File: src/rtl/tiny8_pkg.sv
// tiny8_pkg: shared widths, opcodes and the decoded-control record for the
// four-register core. Assumes DATA_W >= ADDR_W so a register can form an address.
package tiny8_pkg;
    parameter int DATA_W = 8;
    parameter int NREG   = 4;
    parameter int ADDR_W = 6;
    parameter int OFF_W  = 3;
    parameter int OP_W   = 3;

    localparam int RSEL_W = $clog2(NREG);
    localparam int INSN_W = OP_W + 3 * RSEL_W + OFF_W;
    localparam int FC_LSB = OFF_W;
    localparam int FB_LSB = FC_LSB + RSEL_W;
    localparam int FA_LSB = FB_LSB + RSEL_W;
    localparam int OP_LSB = FA_LSB + RSEL_W;

    localparam logic [OP_W-1:0] OPC_ADD = 3'd0;
    localparam logic [OP_W-1:0] OPC_LD  = 3'd1;
    localparam logic [OP_W-1:0] OPC_ST  = 3'd2;
    localparam logic [OP_W-1:0] OPC_BEQ = 3'd3;
    localparam logic [OP_W-1:0] OPC_JMP = 3'd4;

    typedef struct packed {
        logic              reg_we;
        logic              load;
        logic              store;
        logic              branch;
        logic              jump;
        logic [RSEL_W-1:0] dst;
        logic [RSEL_W-1:0] src_a;
        logic [RSEL_W-1:0] src_b;
        logic [ADDR_W-1:0] ofs;
        logic [ADDR_W-1:0] target;
    } ctrl_t;
endpackage

File: src/rtl/tiny8_decode.sv
// tiny8_decode: turns one instruction word into a control record.
// Purely combinational; opcodes outside the five defined ones decode to
// a record that writes nothing and does not redirect the PC.
module tiny8_decode
    import tiny8_pkg::*;
(
    input  logic [INSN_W-1:0] insn,
    output ctrl_t             ctl
);
    logic [OP_W-1:0]   opc;
    logic [RSEL_W-1:0] fa, fb, fc;
    logic [OFF_W-1:0]  disp;

    assign opc  = insn[OP_LSB +: OP_W];
    assign fa   = insn[FA_LSB +: RSEL_W];
    assign fb   = insn[FB_LSB +: RSEL_W];
    assign fc   = insn[FC_LSB +: RSEL_W];
    assign disp = insn[OFF_W-1:0];

    // Classify the opcode and route register fields per operation.
    always_comb begin
        ctl        = '0;
        ctl.ofs    = {{(ADDR_W-OFF_W){disp[OFF_W-1]}}, disp};
        ctl.target = insn[ADDR_W-1:0];
        ctl.src_a  = fb;
        ctl.src_b  = fc;
        ctl.dst    = fa;
        case (opc)
            OPC_ADD: ctl.reg_we = 1'b1;
            OPC_LD: begin
                ctl.reg_we = 1'b1;
                ctl.load   = 1'b1;
            end
            OPC_ST: begin
                ctl.store = 1'b1;
                ctl.src_b = fa;
            end
            OPC_BEQ: begin
                ctl.branch = 1'b1;
                ctl.src_a  = fa;
                ctl.src_b  = fb;
            end
            OPC_JMP: ctl.jump = 1'b1;
            default: ;
        endcase
    end

    // Check that at most one operation class is active for any word.
    always_comb begin

        ctrl_class_chk: assert ($onehot0({ctl.load, ctl.store, ctl.branch, ctl.jump}) &&
                                !(ctl.reg_we && (ctl.store || ctl.branch || ctl.jump)));
    end
endmodule

File: src/rtl/tiny8_regfile.sv
// tiny8_regfile: NREG x DATA_W registers, two combinational read ports and one
// write port. Synchronous active-low reset clears every entry and takes
// priority over a write. The whole file is also presented flat for debug.
module tiny8_regfile
    import tiny8_pkg::*;
(
    input  logic                   clk,
    input  logic                   rst_n,
    input  logic                   we,
    input  logic [RSEL_W-1:0]      waddr,
    input  logic [DATA_W-1:0]      wdata,
    input  logic [RSEL_W-1:0]      raddr_a,
    input  logic [RSEL_W-1:0]      raddr_b,
    output logic [DATA_W-1:0]      rdata_a,
    output logic [DATA_W-1:0]      rdata_b,
    output logic [NREG*DATA_W-1:0] flat
);
    logic [DATA_W-1:0] regs [NREG];

    for (genvar i = 0; i < NREG; i++) begin : g_reg
        // Hold, clear or load register i.
        always_ff @(posedge clk) begin
            if (!rst_n)
                regs[i] <= '0;
            else if (we && waddr == RSEL_W'(i))
                regs[i] <= wdata;
        end
        assign flat[i*DATA_W +: DATA_W] = regs[i];
    end

    assign rdata_a = regs[raddr_a];
    assign rdata_b = regs[raddr_b];


    no_write_hold_chk: assert property (@(posedge clk) disable iff (!rst_n)
        !we |=> flat == $past(flat));


    write_lands_chk: assert property (@(posedge clk) disable iff (!rst_n)
        we |=> regs[$past(waddr)] == $past(wdata));
endmodule

File: src/rtl/tiny8_nextpc.sv
// tiny8_nextpc: chooses the following program counter from sequential,
// taken-branch and jump candidates. All arithmetic wraps in ADDR_W bits.
module tiny8_nextpc
    import tiny8_pkg::*;
(
    input  logic [ADDR_W-1:0] pc,
    input  logic              branch,
    input  logic              jump,
    input  logic [DATA_W-1:0] opnd_a,
    input  logic [DATA_W-1:0] opnd_b,
    input  logic [ADDR_W-1:0] ofs,
    input  logic [ADDR_W-1:0] target,
    output logic [ADDR_W-1:0] next_pc
);
    logic [ADDR_W-1:0] seq_pc;
    logic [ADDR_W-1:0] br_pc;
    logic              equal;

    assign seq_pc = pc + ADDR_W'(1);
    assign br_pc  = seq_pc + ofs;
    assign equal  = (opnd_a == opnd_b);

    // Select jump, taken branch or fall-through.
    always_comb begin
        if (jump)
            next_pc = target;
        else if (branch && equal)
            next_pc = br_pc;
        else
            next_pc = seq_pc;
    end
endmodule

File: src/rtl/tiny8_core.sv
// tiny8_core: single-cycle core. Fetch, decode, register read, address or
// sum, memory access and write-back all complete between two rising edges.
// Assumes both stores answer combinationally in the cycle they are addressed.
module tiny8_core
    import tiny8_pkg::*;
(
    input  logic                   clk,
    input  logic                   rst_n,
    output logic [ADDR_W-1:0]      imem_addr,
    input  logic [INSN_W-1:0]      imem_data,
    output logic [ADDR_W-1:0]      dmem_addr,
    output logic [DATA_W-1:0]      dmem_wdata,
    output logic                   dmem_we,
    input  logic [DATA_W-1:0]      dmem_rdata,
    output logic [ADDR_W-1:0]      dbg_pc,
    output logic [NREG*DATA_W-1:0] dbg_regs
);
    ctrl_t             ctl;
    logic [ADDR_W-1:0] pc, pc_nxt;
    logic [DATA_W-1:0] rd_a, rd_b, wb_data;

    tiny8_decode u_dec (
        .insn (imem_data),
        .ctl  (ctl)
    );

    tiny8_regfile u_rf (
        .clk     (clk),
        .rst_n   (rst_n),
        .we      (ctl.reg_we),
        .waddr   (ctl.dst),
        .wdata   (wb_data),
        .raddr_a (ctl.src_a),
        .raddr_b (ctl.src_b),
        .rdata_a (rd_a),
        .rdata_b (rd_b),
        .flat    (dbg_regs)
    );

    tiny8_nextpc u_npc (
        .pc      (pc),
        .branch  (ctl.branch),
        .jump    (ctl.jump),
        .opnd_a  (rd_a),
        .opnd_b  (rd_b),
        .ofs     (ctl.ofs),
        .target  (ctl.target),
        .next_pc (pc_nxt)
    );

    // Advance the program counter, or clear it under reset.
    always_ff @(posedge clk) begin
        if (!rst_n)
            pc <= '0;
        else
            pc <= pc_nxt;
    end

    // Pick write-back data: loaded byte or register sum.
    always_comb begin
        wb_data = ctl.load ? dmem_rdata : rd_a + rd_b;
    end

    assign imem_addr  = pc;
    assign dbg_pc     = pc;
    assign dmem_addr  = rd_a[ADDR_W-1:0] + ctl.ofs;
    assign dmem_wdata = rd_b;
    assign dmem_we    = ctl.store & rst_n;


    seq_pc_chk: assert property (@(posedge clk) disable iff (!rst_n)
        (!ctl.branch && !ctl.jump) |=> pc == $past(pc) + ADDR_W'(1));


    fallthrough_chk: assert property (@(posedge clk) disable iff (!rst_n)
        (ctl.branch && rd_a != rd_b) |=> pc == $past(pc) + ADDR_W'(1));


    jump_target_chk: assert property (@(posedge clk) disable iff (!rst_n)
        ctl.jump |=> pc == $past(imem_data[ADDR_W-1:0]));


    store_keeps_regs_chk: assert property (@(posedge clk) disable iff (!rst_n)
        dmem_we |=> dbg_regs == $past(dbg_regs));
endmodule

File: config.mk
export PLATFORM = sky130hd
export DESIGN_NAME = tiny8_core
export DESIGN_NICKNAME = d
export VERILOG_FILES = /design/src/rtl/tiny8_pkg.sv /design/src/rtl/tiny8_decode.sv /design/src/rtl/tiny8_regfile.sv /design/src/rtl/tiny8_nextpc.sv /design/src/rtl/tiny8_core.sv
export SDC_FILE = /design/constraint.sdc
export NUM_CORES = 1
export LEC_CHECK = 0
export ABC_AREA = 1
export BUFFER_PORTS_ARGS = -buffer_cell sky130_fd_sc_hd__buf_4
export CAP_MARGIN = 30
export CORE_MARGIN = 2
export CORE_UTILIZATION = 30
export DETAILED_ROUTE_END_ITERATION = 16
export GPL_TIMING_DRIVEN = 0
export HOLD_SLACK_MARGIN = 0.12
export MAX_ROUTING_LAYER = met4
export PLACE_DENSITY = 0.52
export SYNTH_ARGS = -nofsm -noshare
export SYNTH_HDL_FRONTEND = slang
export SYNTH_SLANG_ARGS = --single-unit
File: constraint.sdc
create_clock -name clk -period 3.9 [get_ports clk]
set_clock_uncertainty 0.05 [all_clocks]
set_input_delay 0.195 -clock clk [delete_from_list [all_inputs] [get_ports clk]]
set_output_delay 0.195 -clock clk [all_outputs]
set_load 0.05 [all_outputs]
==> results.md <==
* Num Clock Sinks at 38
* DR iter-0 viols at between 200 and 250
* CP Buf/Inv Count at 5
* Cell area after synthesis at slightly above 0.003 mm²
* RePlAce Congestion at ~0.87
* Synth Instances at around 420
* Global route overflow at 0
* CP max-delay cell: a32oi_1
* Skew-Pair Late Insertion Delay at a little over 300 ps
* Max-slew violations at 0
* Postcts setup bufs at 0
* Total power at 1670 µW
* Max Clk Rate at between 200 and 300 MHz
* Cell Chain, Critical Path: buf_4 > inv_1 > nand2_1 > nand2_1 > clkbuf_1 > nand2_1 > a32oi_1 > inv_1 > ha_1 > nand2_1 > nor2_1 > a211oi_1 > o21bai_1 > a21oi_1 > xor2_1 > buf_4
* Worst hold start: imem_data[0]
* Hold Crit Class: in2reg
* TritonRoute pass-1 iters at 5
* RSZ-0062 raised after global routing: no
* Nets at about 550
* H-tree lvl count at 2
* Initial antenna violation count at 0
* Port bufs at 79
* Worst rel slew slack at just over 50%
* Largest family of logic cells by synthesized area: simple AND/OR/NAND/NOR gates
* Post-synthesis register bit count at 38
* Adder-cell share of the synthesized area at around 9.2%
* Post-synthesis compound-gate area fraction at 11.6%
* Clock transition at path regs at ~100 ps
* Worst slew pin tran at 737 ps
* Yosys top cell area share at just over 30%
* Reg power frac at around 29%
* Synth unique cells at 37
* Synth Area in XOR/XNOR at under 10%
* Via Count at roughly 3200
* Most frequent cells in the layout: nand2_1, buf_4, nor2_1, inv_1, nand3_1
* Largest net degree at the start of global routing at 14
* Antenna viol nets, final at 0
* Final setup vio count at 0
* Clk buf depth at 2
* Crit Reg-Reg Startpoint: u_rf.regs[1][1]$_SDFFCE_PN0P_
* Syn_area_per_cell at 7.40 µm²
* Post-DP HPWL at slightly above 8000 µm
* First-pass GRT wire length at about 15000 µm
* Commonest non-fill, non-tap cell in the layout: nand2_1
* Share of total power in combinational logic at about 45%
* Sw Share at about 43%
* Arrival time of the worst setup path at roughly 3300 ps
* Final period util at 91.2%
* Num CTS Buffers at 5
* ANT cells at 0
* Status: completed
* CP Launch Type: input pin
* Standard-cell row count at 37
* TritonCTS clock tree: yes
* Residual DRC count at 0
* Post-CTS Resized at 0
* Ranking of synthesized cells by area: edfxtp_1, nand2_1, ha_1
* Pint at 953 µW
* P_sw at 714 µW
* Die W at around 110 µm
* Die Span Y at approximately 110 µm
* Pwr dens at 414 mW/mm²
* Crit Path Max Fanout at 10
* Multiplexer share of the synthesized area at less than 1%
* Sequential area share after synthesis at 34.7%
* Critical path class: in2out
* Final worst path period need at approximately 3600 ps
* Simple-gate share of the synthesized area at between 30% and 40%
* Hold-fix buffers, CTS at 1
* Placed cell count at around 640
* Share of layout cells above drive strength 1 at between 20 and 25%
* WL/cell at 15.5 µm
* CP most frequent cell: nand2_1
* Maxcap violations at 0
* Worst Hold Slack at 161 ps
* Largest area contributor in the netlist: edfxtp_1
* Die area at about 0.011 mm²
* Final hold violation count at 0
* I/O pin count at between 80 and 90
* Critical path required time at between 3000 and 4000 ps
* Max stage delay on crit path at between 500 and 600 ps
* Yosys Warn Count at 0
* Initial Utilization at 30.6%
* Vias per std cell at between 4 and 5
* Tot GR Track Use at ~18%
* Critical Path Start: imem_data[7]
* Clock power share at about a quarter
* Crit end category: output pin
* Area growth syn-to-layout at 29.2%
* Maximum vdd ir drop at a little over 0.0002 V
* P_leak at ~0.0020 µW
* Post-Route WL at about 10000 µm
* Final Non-Filler Cells at 645
* Syn_nets at approximately 460
* Total core area at between 0.01 and 0.015 mm²
* Vias in the first global route at between 2000 and 3000
* Setup TNS at 0 ps
* Clock root buffer: clkbuf_8
* Top delay family on crit path: compound AO/OA/AOI/OAI gates
final timing paths:
check / cells after the start / end / slack (ps)
setup reg to reg: 17 / u_rf.regs[1][7]$_SDFFCE_PN0P_ / 830
setup / recovery: 16 / dmem_addr[5] / 340
hold / removal: 4 / dbg_pc[0]$_SDFF_PN0_ / 160
hold reg to reg: 5 / dbg_pc[0]$_SDFF_PN0_ / 660
routing by layer:
metal / vias to the layer above / global-route usage, % / share of wire (%)
met4: 0 / 5.92 / 2.1
met5: - / - / 0
met2: 86 / 30.2 / 48
met3: 16 / 1.90 / 3.9
met1: 1486 / 23.7 / 46
li1: 1575 / - / -
worst register-to-register path: cells and delay by family, from the launching register on:
| kind | cells | cell delay, ps |
|---|---|---|
| compound gates | 2 | 730 |
| fa+ha+maj | 1 | 340 |
| buf+inv | 2 | 250 |
| flops | 1 | 420 |
| simple gates | 12 | 1030 |
logic make-up (layout without fill, tap and decap cells):
kind of cell	count (synthesis)	after routing
buf+inv	69	157
compound gates	64	64
mux	1	1
simple gates	214	214
fa+ha+maj	21	21
flops	38	38
xor+xnor	14	14
final cells by class:
cell class	count	area, µm²
fillers	1103	6160
multi-input cells	314	1740
flip-flops and latches	38	1080
repair buffers	80	603
inverters	54	203
well taps	136	170
plain buffers	15	95.1
clock buffers	5	68.8
clock inverters	3	68.8
registers in the layout (all words and copies together), names as in the netlist:
signal     flops
u_rf.regs     32
dbg_pc         6
power by group through the flow:
stage,Sequential (µW),Clock (µW),Combinational (µW)
2_1_floorplan,568,0,452
3_3_place_gp,497,0,742
3_5_place_dp,497,0,746
4_1_cts,488,441,749
5_1_grt,491,453,811
6_report,488,434,745
Yosys cell counts:
cell type,n
ha_1,18
a22oi_1,1
a31oi_1,1
a32oi_1,2
o211ai_1,2
xnor2_1,4
clkbuf_1,5
inv_2,2
a21oi_1,17
o21bai_1,4
nor2_1,57
or2_2,3
o21ai_0,26
a2bb2oi_1,1
a21o_1,1
nand2_4,1
buf_6,1
o21ai_1,3
nand2_1,89
o22ai_1,5
nor2_2,1
nand3_1,34
edfxtp_1,32
dfxtp_1,6
nand3b_1,3
a211oi_1,1
buf_4,8
nand2_2,4
nand3_2,6
nand4_1,11
buf_2,1
mux2i_1,1
nor4_1,1
xor2_1,10
nor3_1,4
fa_1,3
inv_1,52
per-stage QoR:
step / setup slack [ps] / utilization, % / cell area [µm²]
floorplan: 47.1 / - / 3120
global placement: 214 / 38.1 / 3880
detailed placement: 160 / 38.1 / 3880
CTS: 323 / 39.5 / 4030
global route: 86.8 / 39.5 / 4030
finish: 342 / 39.5 / 4030
Power figures use the tool's default switching activity.
